--- config.mk ---
export PLATFORM = sky130hd
export DESIGN_NAME = lp_cmp_timer
export DESIGN_NICKNAME = d
export VERILOG_FILES = /design/src/rtl/lpt_pkg.sv /design/src/rtl/lpt_prescale.sv /design/src/rtl/lpt_counter.sv /design/src/rtl/lpt_regs.sv /design/src/rtl/lp_cmp_timer.sv
export SDC_FILE = /design/constraint.sdc
export NUM_CORES = 1
export LEC_CHECK = 0
export BUFFER_PORTS_ARGS = -buffer_cell sky130_fd_sc_hd__buf_4
export CORE_UTILIZATION = 55
export CTS_BUF_LIST = sky130_fd_sc_hd__clkbuf_2
export CTS_CLUSTER_SIZE = 16
export DETAILED_ROUTE_END_ITERATION = 7
export GPL_TIMING_DRIVEN = 0
export PLACE_DENSITY = 0.79
export SKIP_LAST_GASP = 1
export SLEW_MARGIN = 15
export SYNTH_ARGS = -nofsm -noshare
export SYNTH_HDL_FRONTEND = slang
export SYNTH_SLANG_ARGS = --single-unit
--- constraint.sdc ---
create_clock -name clk -period 3.4 [get_ports clk]
set_input_delay 0 -clock clk [delete_from_list [all_inputs] [get_ports clk]]
set_output_delay 0 -clock clk [all_outputs]
set_load 0.01 [all_outputs]
--- src/rtl/lpt_pkg.sv ---
package lpt_pkg;

    localparam int DATA_W = 32;
    localparam int PVAL_W = 4;

    // Word index taken from address bits [3:2]
    typedef enum logic [1:0] {
        REG_CTL = 2'd0,
        REG_PSR = 2'd1,
        REG_CMP = 2'd2,
        REG_CNT = 2'd3
    } reg_e;

    localparam int CTL_EN   = 0;
    localparam int CTL_MODE = 1;
    localparam int CTL_FRUN = 2;
    localparam int CTL_IE   = 6;
    localparam int CTL_FLAG = 7;

    localparam logic [1:0] SRC_FAST = 2'd0;
    localparam logic [1:0] SRC_SLOW = 2'd2;

    typedef struct packed {
        logic ie;
        logic frun;
        logic mode;
        logic en;
    } ctl_t;

    typedef struct packed {
        logic [PVAL_W-1:0] pval;
        logic              byp;
        logic [1:0]        src;
    } psr_t;

    localparam int PSR_W = $bits(psr_t);

    function automatic logic [DATA_W-1:0] pack_ctl(ctl_t c, logic flag);
        logic [DATA_W-1:0] w;
        w = '0;
        w[CTL_EN]   = c.en;
        w[CTL_MODE] = c.mode;
        w[CTL_FRUN] = c.frun;
        w[CTL_IE]   = c.ie;
        w[CTL_FLAG] = flag;
        return w;
    endfunction

    function automatic logic [DATA_W-1:0] pack_psr(psr_t p);
        return DATA_W'(p);
    endfunction

    function automatic psr_t unpack_psr(logic [DATA_W-1:0] w);
        return psr_t'(w[PSR_W-1:0]);
    endfunction

endpackage

--- src/rtl/lpt_prescale.sv ---
module lpt_prescale
    import lpt_pkg::*;
#(
    parameter int PV_W = PVAL_W
) (
    input  logic clk,
    input  logic rst,
    input  logic en_i,
    input  psr_t psr_i,
    input  logic fast_tick_i,
    input  logic slow_tick_i,
    output logic cnt_ev_o
);
    localparam int DIV_W = 1 << PV_W;
    localparam int SH_W  = PV_W + 1;

    logic             tick_sel;
    logic [DIV_W-1:0] div_q;
    logic [DIV_W-1:0] div_lim;
    logic [SH_W-1:0]  shamt;

    always_comb begin
        unique case (psr_i.src)
            SRC_FAST: tick_sel = fast_tick_i;
            SRC_SLOW: tick_sel = slow_tick_i;
            default:  tick_sel = 1'b0;
        endcase
    end

    // Last divider state before wrap: 2^(p+1) - 1
    assign shamt   = {1'b0, psr_i.pval} + SH_W'(1);
    assign div_lim = ~({DIV_W{1'b1}} << shamt);

    assign cnt_ev_o = en_i & tick_sel & (psr_i.byp | (div_q == div_lim));

    always_ff @(posedge clk) begin
        if (rst || !en_i) begin
            div_q <= '0;
        end else if (tick_sel && !psr_i.byp) begin
            div_q <= (div_q == div_lim) ? '0 : div_q + DIV_W'(1);
        end
    end


    div_clear_chk: assert property (@(posedge clk) disable iff (rst)
        !en_i |=> div_q == '0);

endmodule

--- src/rtl/lpt_counter.sv ---
module lpt_counter #(
    parameter int CNT_W = 32
) (
    input  logic             clk,
    input  logic             rst,
    input  logic             en_i,
    input  logic             frun_i,
    input  logic [CNT_W-1:0] cmp_i,
    input  logic             cnt_ev_i,
    output logic [CNT_W-1:0] cnt_o,
    output logic             hit_o
);
    logic [CNT_W-1:0] cnt_q;
    logic             match;

    assign match = (cnt_q == cmp_i);
    assign hit_o = en_i & cnt_ev_i & match;
    assign cnt_o = cnt_q;

    always_ff @(posedge clk) begin
        if (rst || !en_i) begin
            cnt_q <= '0;
        end else if (cnt_ev_i) begin
            cnt_q <= (match && !frun_i) ? '0 : cnt_q + CNT_W'(1);
        end
    end


    restart_chk: assert property (@(posedge clk) disable iff (rst)
        en_i && cnt_ev_i && !frun_i && cnt_q == cmp_i |=> cnt_q == '0);


    frun_inc_chk: assert property (@(posedge clk) disable iff (rst)
        en_i && cnt_ev_i && frun_i |=> cnt_q == $past(cnt_q) + CNT_W'(1));


    cnt_clear_chk: assert property (@(posedge clk) disable iff (rst)
        !en_i |=> cnt_q == '0);

endmodule

--- src/rtl/lpt_regs.sv ---
module lpt_regs
    import lpt_pkg::*;
#(
    parameter int CNT_W = 32
) (
    input  logic              clk,
    input  logic              rst,
    input  logic              we_i,
    input  logic [3:0]        addr_i,
    input  logic [DATA_W-1:0] wdata_i,
    input  logic              flag_set_i,
    input  logic [CNT_W-1:0]  live_cnt_i,
    output ctl_t              ctl_o,
    output psr_t              psr_o,
    output logic [CNT_W-1:0]  cmp_o,
    output logic              flag_o,
    output logic [DATA_W-1:0] rdata_o
);
    ctl_t             ctl_q;
    psr_t             psr_q;
    logic [CNT_W-1:0] cmp_q;
    logic [CNT_W-1:0] snap_q;
    logic             flag_q;
    logic             aligned;
    reg_e             sel;
    logic             wr_ctl, wr_psr, wr_cmp, wr_cnt;

    assign aligned = (addr_i[1:0] == 2'b00);
    assign sel     = reg_e'(addr_i[3:2]);
    assign wr_ctl  = we_i && aligned && sel == REG_CTL;
    assign wr_psr  = we_i && aligned && sel == REG_PSR;
    assign wr_cmp  = we_i && aligned && sel == REG_CMP;
    assign wr_cnt  = we_i && aligned && sel == REG_CNT;

    always_ff @(posedge clk) begin
        if (rst) begin
            ctl_q  <= '0;
            psr_q  <= '0;
            cmp_q  <= '0;
            snap_q <= '0;
            flag_q <= 1'b0;
        end else begin
            if (flag_set_i) begin
                flag_q <= 1'b1;
            end else if (wr_ctl && wdata_i[CTL_FLAG]) begin
                flag_q <= 1'b0;
            end
            if (wr_ctl) begin
                ctl_q.en <= wdata_i[CTL_EN];
                ctl_q.ie <= wdata_i[CTL_IE];
                if (!ctl_q.en) begin
                    ctl_q.frun <= wdata_i[CTL_FRUN];
                    ctl_q.mode <= wdata_i[CTL_MODE];
                end
            end
            if (wr_psr && !ctl_q.en) begin
                psr_q <= unpack_psr(wdata_i);
            end
            if (wr_cmp && !ctl_q.en) begin
                cmp_q <= wdata_i[CNT_W-1:0];
            end
            if (wr_cnt) begin
                snap_q <= live_cnt_i;
            end
        end
    end

    always_comb begin
        rdata_o = '0;
        if (aligned) begin
            unique case (sel)
                REG_CTL: rdata_o = pack_ctl(ctl_q, flag_q);
                REG_PSR: rdata_o = pack_psr(psr_q);
                REG_CMP: rdata_o = DATA_W'(cmp_q);
                REG_CNT: rdata_o = DATA_W'(snap_q);
                default: rdata_o = '0;
            endcase
        end
    end

    assign ctl_o  = ctl_q;
    assign psr_o  = psr_q;
    assign cmp_o  = cmp_q;
    assign flag_o = flag_q;


    cmp_lock_chk: assert property (@(posedge clk) disable iff (rst)
        ctl_q.en && wr_cmp |=> $stable(cmp_q));


    psr_lock_chk: assert property (@(posedge clk) disable iff (rst)
        ctl_q.en && wr_psr |=> $stable(psr_q));


    cfg_lock_chk: assert property (@(posedge clk) disable iff (rst)
        ctl_q.en && wr_ctl |=> $stable(ctl_q.frun) && $stable(ctl_q.mode));


    snap_capture_chk: assert property (@(posedge clk) disable iff (rst)
        wr_cnt |=> snap_q == $past(live_cnt_i));


    flag_set_wins_chk: assert property (@(posedge clk) disable iff (rst)
        flag_set_i |=> flag_q);

endmodule

--- src/rtl/lp_cmp_timer.sv ---
module lp_cmp_timer
    import lpt_pkg::*;
#(
    parameter int CNT_W = 32
) (
    input  logic        clk,
    input  logic        rst,
    input  logic        fast_tick_i,
    input  logic        slow_tick_i,
    input  logic        bus_we_i,
    input  logic [3:0]  bus_addr_i,
    input  logic [31:0] bus_wdata_i,
    output logic [31:0] bus_rdata_o,
    output logic        irq_o
);
    ctl_t             ctl;
    psr_t             psr;
    logic [CNT_W-1:0] cmp;
    logic [CNT_W-1:0] cnt;
    logic             cnt_ev;
    logic             hit;
    logic             flag;

    lpt_regs #(.CNT_W(CNT_W)) u_regs (
        .clk        (clk),
        .rst        (rst),
        .we_i       (bus_we_i),
        .addr_i     (bus_addr_i),
        .wdata_i    (bus_wdata_i),
        .flag_set_i (hit),
        .live_cnt_i (cnt),
        .ctl_o      (ctl),
        .psr_o      (psr),
        .cmp_o      (cmp),
        .flag_o     (flag),
        .rdata_o    (bus_rdata_o)
    );

    lpt_prescale #(.PV_W(PVAL_W)) u_prescale (
        .clk         (clk),
        .rst         (rst),
        .en_i        (ctl.en),
        .psr_i       (psr),
        .fast_tick_i (fast_tick_i),
        .slow_tick_i (slow_tick_i),
        .cnt_ev_o    (cnt_ev)
    );

    lpt_counter #(.CNT_W(CNT_W)) u_counter (
        .clk      (clk),
        .rst      (rst),
        .en_i     (ctl.en),
        .frun_i   (ctl.frun),
        .cmp_i    (cmp),
        .cnt_ev_i (cnt_ev),
        .cnt_o    (cnt),
        .hit_o    (hit)
    );

    assign irq_o = flag & ctl.ie;


    flag_after_match_chk: assert property (@(posedge clk) disable iff (rst)
        $rose(flag) |-> $past(ctl.en && cnt_ev && cnt == cmp));


    irq_hold_chk: assert property (@(posedge clk) disable iff (rst)
        irq_o && !(bus_we_i && bus_addr_i == 4'h0) |=> irq_o);

endmodule

# == Word-level counts from Yosys, hierarchy flattened ==
# Index checks and enable logic that the tools add are counted.
# W data, S select, Z words.
# classes
n_shift,1
add_sub_neg,3
n_mux,7
n_bitwise,8
n_reduce_logical,19
n_eq_ne,6
# op_table
cell,n
$pmux W32 S4,1
$mux W32,2
$add A32 B1 Y32 const B,1
$eq A32 B32 Y1,1
$add A16 B1 Y16 const B,1
$eq A16 B16 Y1,1
$mux W16,1
$not A16 Y16,1
$shl A16 B5 Y16 const A,1
$logic_and A1 B1 Y1,10
$eq A2 B2 Y1 const B,3
$logic_not A2 Y1,3
$add A4 B1 Y5 const B,1
$and A1 B1 Y1,5
$logic_not A1 Y1,3
$eq A2 B1 Y1 const B,1
$mux W1,2
$pmux W1 S2,1
$reduce_and A2 Y1,1
$reduce_bool A2 Y1,1
$logic_or A1 B1 Y1,1
$not A1 Y1,1
$or A1 B1 Y1,1
# totals
input_bits,41
output_inout_bits,33
wordCells,56
regBits,124

# == Longest topological paths before layout ==
# depth
depth_word,9
mapped_depth,13
depth_no_buf,10

# == Cells and area by module ==
# Synthesis repeated with hierarchy kept, for this count alone.
# unflattened
cells_unflattened,790
hier_area_um2,6957.9
# by_module_without_submodules
module,n_inst,seq_area_each_um2,area_each_um2,cells_per_inst
lpt_regs,1,1521.5,3627.2,405
lpt_counter,1,640.6,1989.4,214
lpt_prescale,1,320.3,1335.0,170
lp_cmp_timer,1,0.0,6.3,1

# == Worst setup path before layout ==
# Ideal clock, no wire load.
# synth_timing
kind,register to register
from,reg u_regs.psr_q (netlist bit u_regs.psr_o[4])
to,reg u_counter.cnt_q[31] (netlist: u_counter.cnt_o[31])
path_buffers,1
setup_time_ps,121
path_slack_ps,-115
t_required_ps,3279
path_stages_with_launch,12
period_less_slack_ps,3515
t_arrival_ps,3395
path_cell_list,dfxtp_1 > ha_1 > ha_1 > clkbuf_1 > nor3_1 > o2111ai_1 > a31o_2 > or4_1 > or4b_2 > o21ai_2 > nor2_1 > mux2_2
# synth_via
elab_chain_len,6
# synth_rtl
item,line_no,rtl
from (decl),lpt_regs.sv:20,psr_t psr_q;
from (signal assigned),lpt_regs.sv:57,psr_q <= unpack_psr(wdata_i);
$add A4 B1 Y5,lpt_prescale.sv:31,"assign shamt = {1'b0, psr_i.pval} + SH_W'(1);"
$shl A16 B5 Y16,lpt_prescale.sv:32,assign div_lim = ~({DIV_W{1'b1}} << shamt);
$not A16 Y16,lpt_prescale.sv:32,
$eq A16 B16 Y1,lpt_prescale.sv:34,assign cnt_ev_o = en_i & tick_sel & (psr_i.byp | (div_q == div_lim));
$or A1 B1 Y1,lpt_prescale.sv:34,
$and A1 B1 Y1,lpt_prescale.sv:34,
to (signal assigned),lpt_counter.sv:24,cnt_q <= (match && !frun_i) ? '0 : cnt_q + CNT_W'(1);
to (decl),lpt_counter.sv:13,logic [CNT_W-1:0] cnt_q;
# No other way between the ends.
# A chain may end at the register's enable or synchronous reset.

# == Worst setup path in the final report ==
# layout_timing
from,reg u_regs.psr_q (netlist bit u_regs.psr_o[4])
to,reg u_counter.cnt_q[18] (netlist: u_counter.cnt_o[18])
# Same word-level chain as after synthesis.

==> out/qor.yml <==
status:
  status: "finished clean"
placement:
  place_congestion: 0.898
  portBuffers: 73
  dp_hpwl_mm: 12.5
  place_ws_ns: -0.479
  dp.cells: 1029
die:
  die-height_um: 110
  die_w_um: 110
  rows: 39
  core_mm2: 0.0114
  pin_count: 74
  die-area_mm2: 0.0121
  initial_utilization_pct: 56.4
timing:
  worst_slew_margin_rel_pct: 27.4
  worst_pin_slew_ns: 1.08
  setup_violations: 0
  final.setup.tns_ns: 0
  timing.fmax_mhz: 300
  skew_ns: 0.0311
  holdWs_ns: 0.0790
  slew_viol_final: 0
  period_share_pct: 98.2
  hold_violations: 0
  fin_crit_ns: 3.34
  postLayoutSetupSlackWorst_ns: 0.0616
clocking:
  clkLatencyLatePin_ns: 0.73
  htree_num_levels: 4
  clock_path_buffers: 2
  cts_sinks: 124
  clkTransAtPathRegs_ns: 0.18
  cts_buffers: 17
  cts_root_buf: "clkbuf_2"
  tritoncts: "done"
power_and_ir_drop:
  power_leakage_nw: 3.15
  power_frac_comb_pct: 7.7
  seq_power_share_pct: 55.8
  vdd.ir_drop.worst_uv: 312
  p_int_w: 0.00197
  p_clk_share_pct: 36.6
  p_sw_w: 0.000659
  power_density_mw_per_mm2: 318
  switching_share_pct: 25.0
layout:
  layout_common_cells: "nand2_1, dfxtp_1, a21oi_1, buf_4, nor2_1"
  final_common_cell: "nand2_1"
  fin_util_pct: 72.7
  final_nets: 1027
  layout.cells.non_filler: 1137
  drive_above_1_share_pct: 15.7
  insertedDiodeCount: 0
  area_growth_pct: 28.9
synth:
  ys_warn_count: 0
  synth_nets: 858
  synthFlopType: "dfxtp_1"
  syn_area_mm2: 0.00641
  syn_avg_cell_area_um2: 7.89
  netlist_instances: 812
  yosysTopAreaCell: "dfxtp_1"
  yosys_register_bits: 124
  synth-edff-count: 0
  synth_top_area_share_pct: 38.7
  postSynth.asyncResetShare_pct: 0
  yosysSeqAreaShare_pct: 38.7
  synth_area_leaders: "dfxtp_1, nand2_1, xor2_1, a21oi_1, mux2i_1"
  synth_cell_types: 57
global_route:
  antenna_found_initial: 1
  grt_pass1_wl_mm: 30.7
  grt_pass1_vias: 6146
  grt_overflow: 0
  grt_max_degree: 17
  grt_usage_pct: 33.8
worst_setup_path:
  path_buf_inv: 2
  cp_cell_sequence: "ha_4, and4b_1, mux2_4, or4b_4, a32o_2, nor4b_4, buf_4, nor2_4, buf_6, or4_1, a21oi_1"
  slowest_delay_ns: 0.51
  end_kind: "flip-flop"
  cp.required_ns: 4.05
  start_kind: "flip-flop"
  cp_slowest_cell: "or4b_4"
  path_delay_family: "simple AND/OR/NAND/NOR gates"
  cp_max_fo: 6
  worstPathArrival_ns: 3.99
  critical_path_class: "flip-flop to flip-flop"
route:
  totalWireLength_mm: 19.5
  first_iter_violations: 581
  ant_nets: 0
  viasPerCell: 5.83
  drt_first_pass_iters: 5
  drc: 0
  route.detailed.wl_per_inst_um: 17.2
  num_vias: 6624
flow_run:
  drv_cap: 0
hold_path:
  hold_class: "input port to flip-flop"
==> cells by family (layout without fill, tap and decap cells) <==
logic type	Yosys count	after routing	share of synthesized area (%)
AND/OR/NAND/NOR	368	368	26.7
adder cells (fa/ha/maj)	5	5	0.976
AO/OA/AOI/OAI	151	151	14.0
XOR/XNOR	64	64	8.74
flip-flops	124	124	38.7
multiplexers	40	40	7.20
buffers and inverters	60	242	3.63
==> routing by layer <==
| layer | global-route usage (%) | up-vias | routed length (um) |
|---|---|---|---|
| li1 | - | 3156 | - |
| met1 | 42.6 | 3111 | 8200 |
| met2 | 52.7 | 298 | 9000 |
| met3 | 10.6 | 59 | 1590 |
| met4 | 15.1 | 0 | 722 |
| met5 | 0 | - | 0 |
==> synthesized netlist by cell type, drive strengths merged, types with 4 or more instances <==
cell and count:
o31ai 7, nor4 10, nor2 81, o21ai 18
ha 5, nor2b 8, and2 7, mux2 6
nand2b 6, nor3 7, nand4 11, clkbuf 43
xnor2 5, a22oi 4, or4 11, buf 9
o2111ai 9, a21oi 92, nand3 30, inv 8
o211ai 7, nand2 162, mux2i 30, or3 6
dfxtp 124, xor2 59, and3 14, mux4 4
==> power by group through the flow <==
stage | Sequential (W) | Combinational [W] | Clock [W]
3_3_place_gp | 0.00150 | 0.000145 | 0
6_report | 0.00147 | 0.000202 | 0.000962
5_1_grt | 0.00147 | 0.000216 | 0.00104
2_1_floorplan | 0.00150 | 0.0000762 | 0
3_5_place_dp | 0.00150 | 0.000147 | 0
4_1_cts | 0.00147 | 0.000191 | 0.000956
==> layout make-up <==
type,count,area (um2)
fillers,827,3110
multi-input cells,628,3800
inverters,8,30.0
repair buffers,151,1310
clock inverters,10,123
clock buffers,22,110
plain buffers,51,223
well taps,143,179
flip-flops and latches,124,2490
==> state kept, by name, indices dropped and copies added, names as in the netlist <==
signal and cells:
u_counter.cnt_o 32, u_regs.cmp_o 32, u_regs.snap_q 32, u_prescale.div_q 16, u_regs.psr_o 7, u_regs.ctl_o 4, u_regs.flag_o 1
==> timing repair <==
action                     4_1_cts  5_1_grt
gates cloned                     1        0
gates resized for setup         20       16
setup endpoints to repair       48       32
buffers inserted                 6        3
hold buffers                    67        1
pin swaps                        4       12
hold endpoints to repair       104        1
==> path summary, 6_finish.rpt <==
path	cells after the start	end	slack (ns)	startpoint
setup / recovery	11	u_counter.cnt_o[18]$_SDFFE_PP0P_	0.06	u_regs.psr_o[4]$_SDFFE_PP0P_
hold / removal	7	u_regs.cmp_o[0]$_SDFFE_PP0P_	0.08	bus_addr_i[1]
setup reg to reg	11	u_counter.cnt_o[18]$_SDFFE_PP0P_	0.06	u_regs.psr_o[4]$_SDFFE_PP0P_
hold reg to reg	2	u_regs.snap_q[4]$_SDFFE_PP0P_	0.47	u_regs.snap_q[4]$_SDFFE_PP0P_
==> stage by stage <==
step	power [W]	instance area (um2)
floorplan	0.00157	6420
global placement	0.00164	7150
detailed placement	0.00165	7160
finish	0.00263	8260
global route	0.00272	8260
CTS	0.00261	8190
==> worst min-delay path, stage by stage <==
cell and delay [ns]:
buf_4 0.11, nor2_1 0.12, nand2_1 0.16, nor4b_2 0.08, buf_2 0.17, nand2_1 0.08
a21oi_1 0.05
No activity file was read; power rests on OpenSTA's default activity.
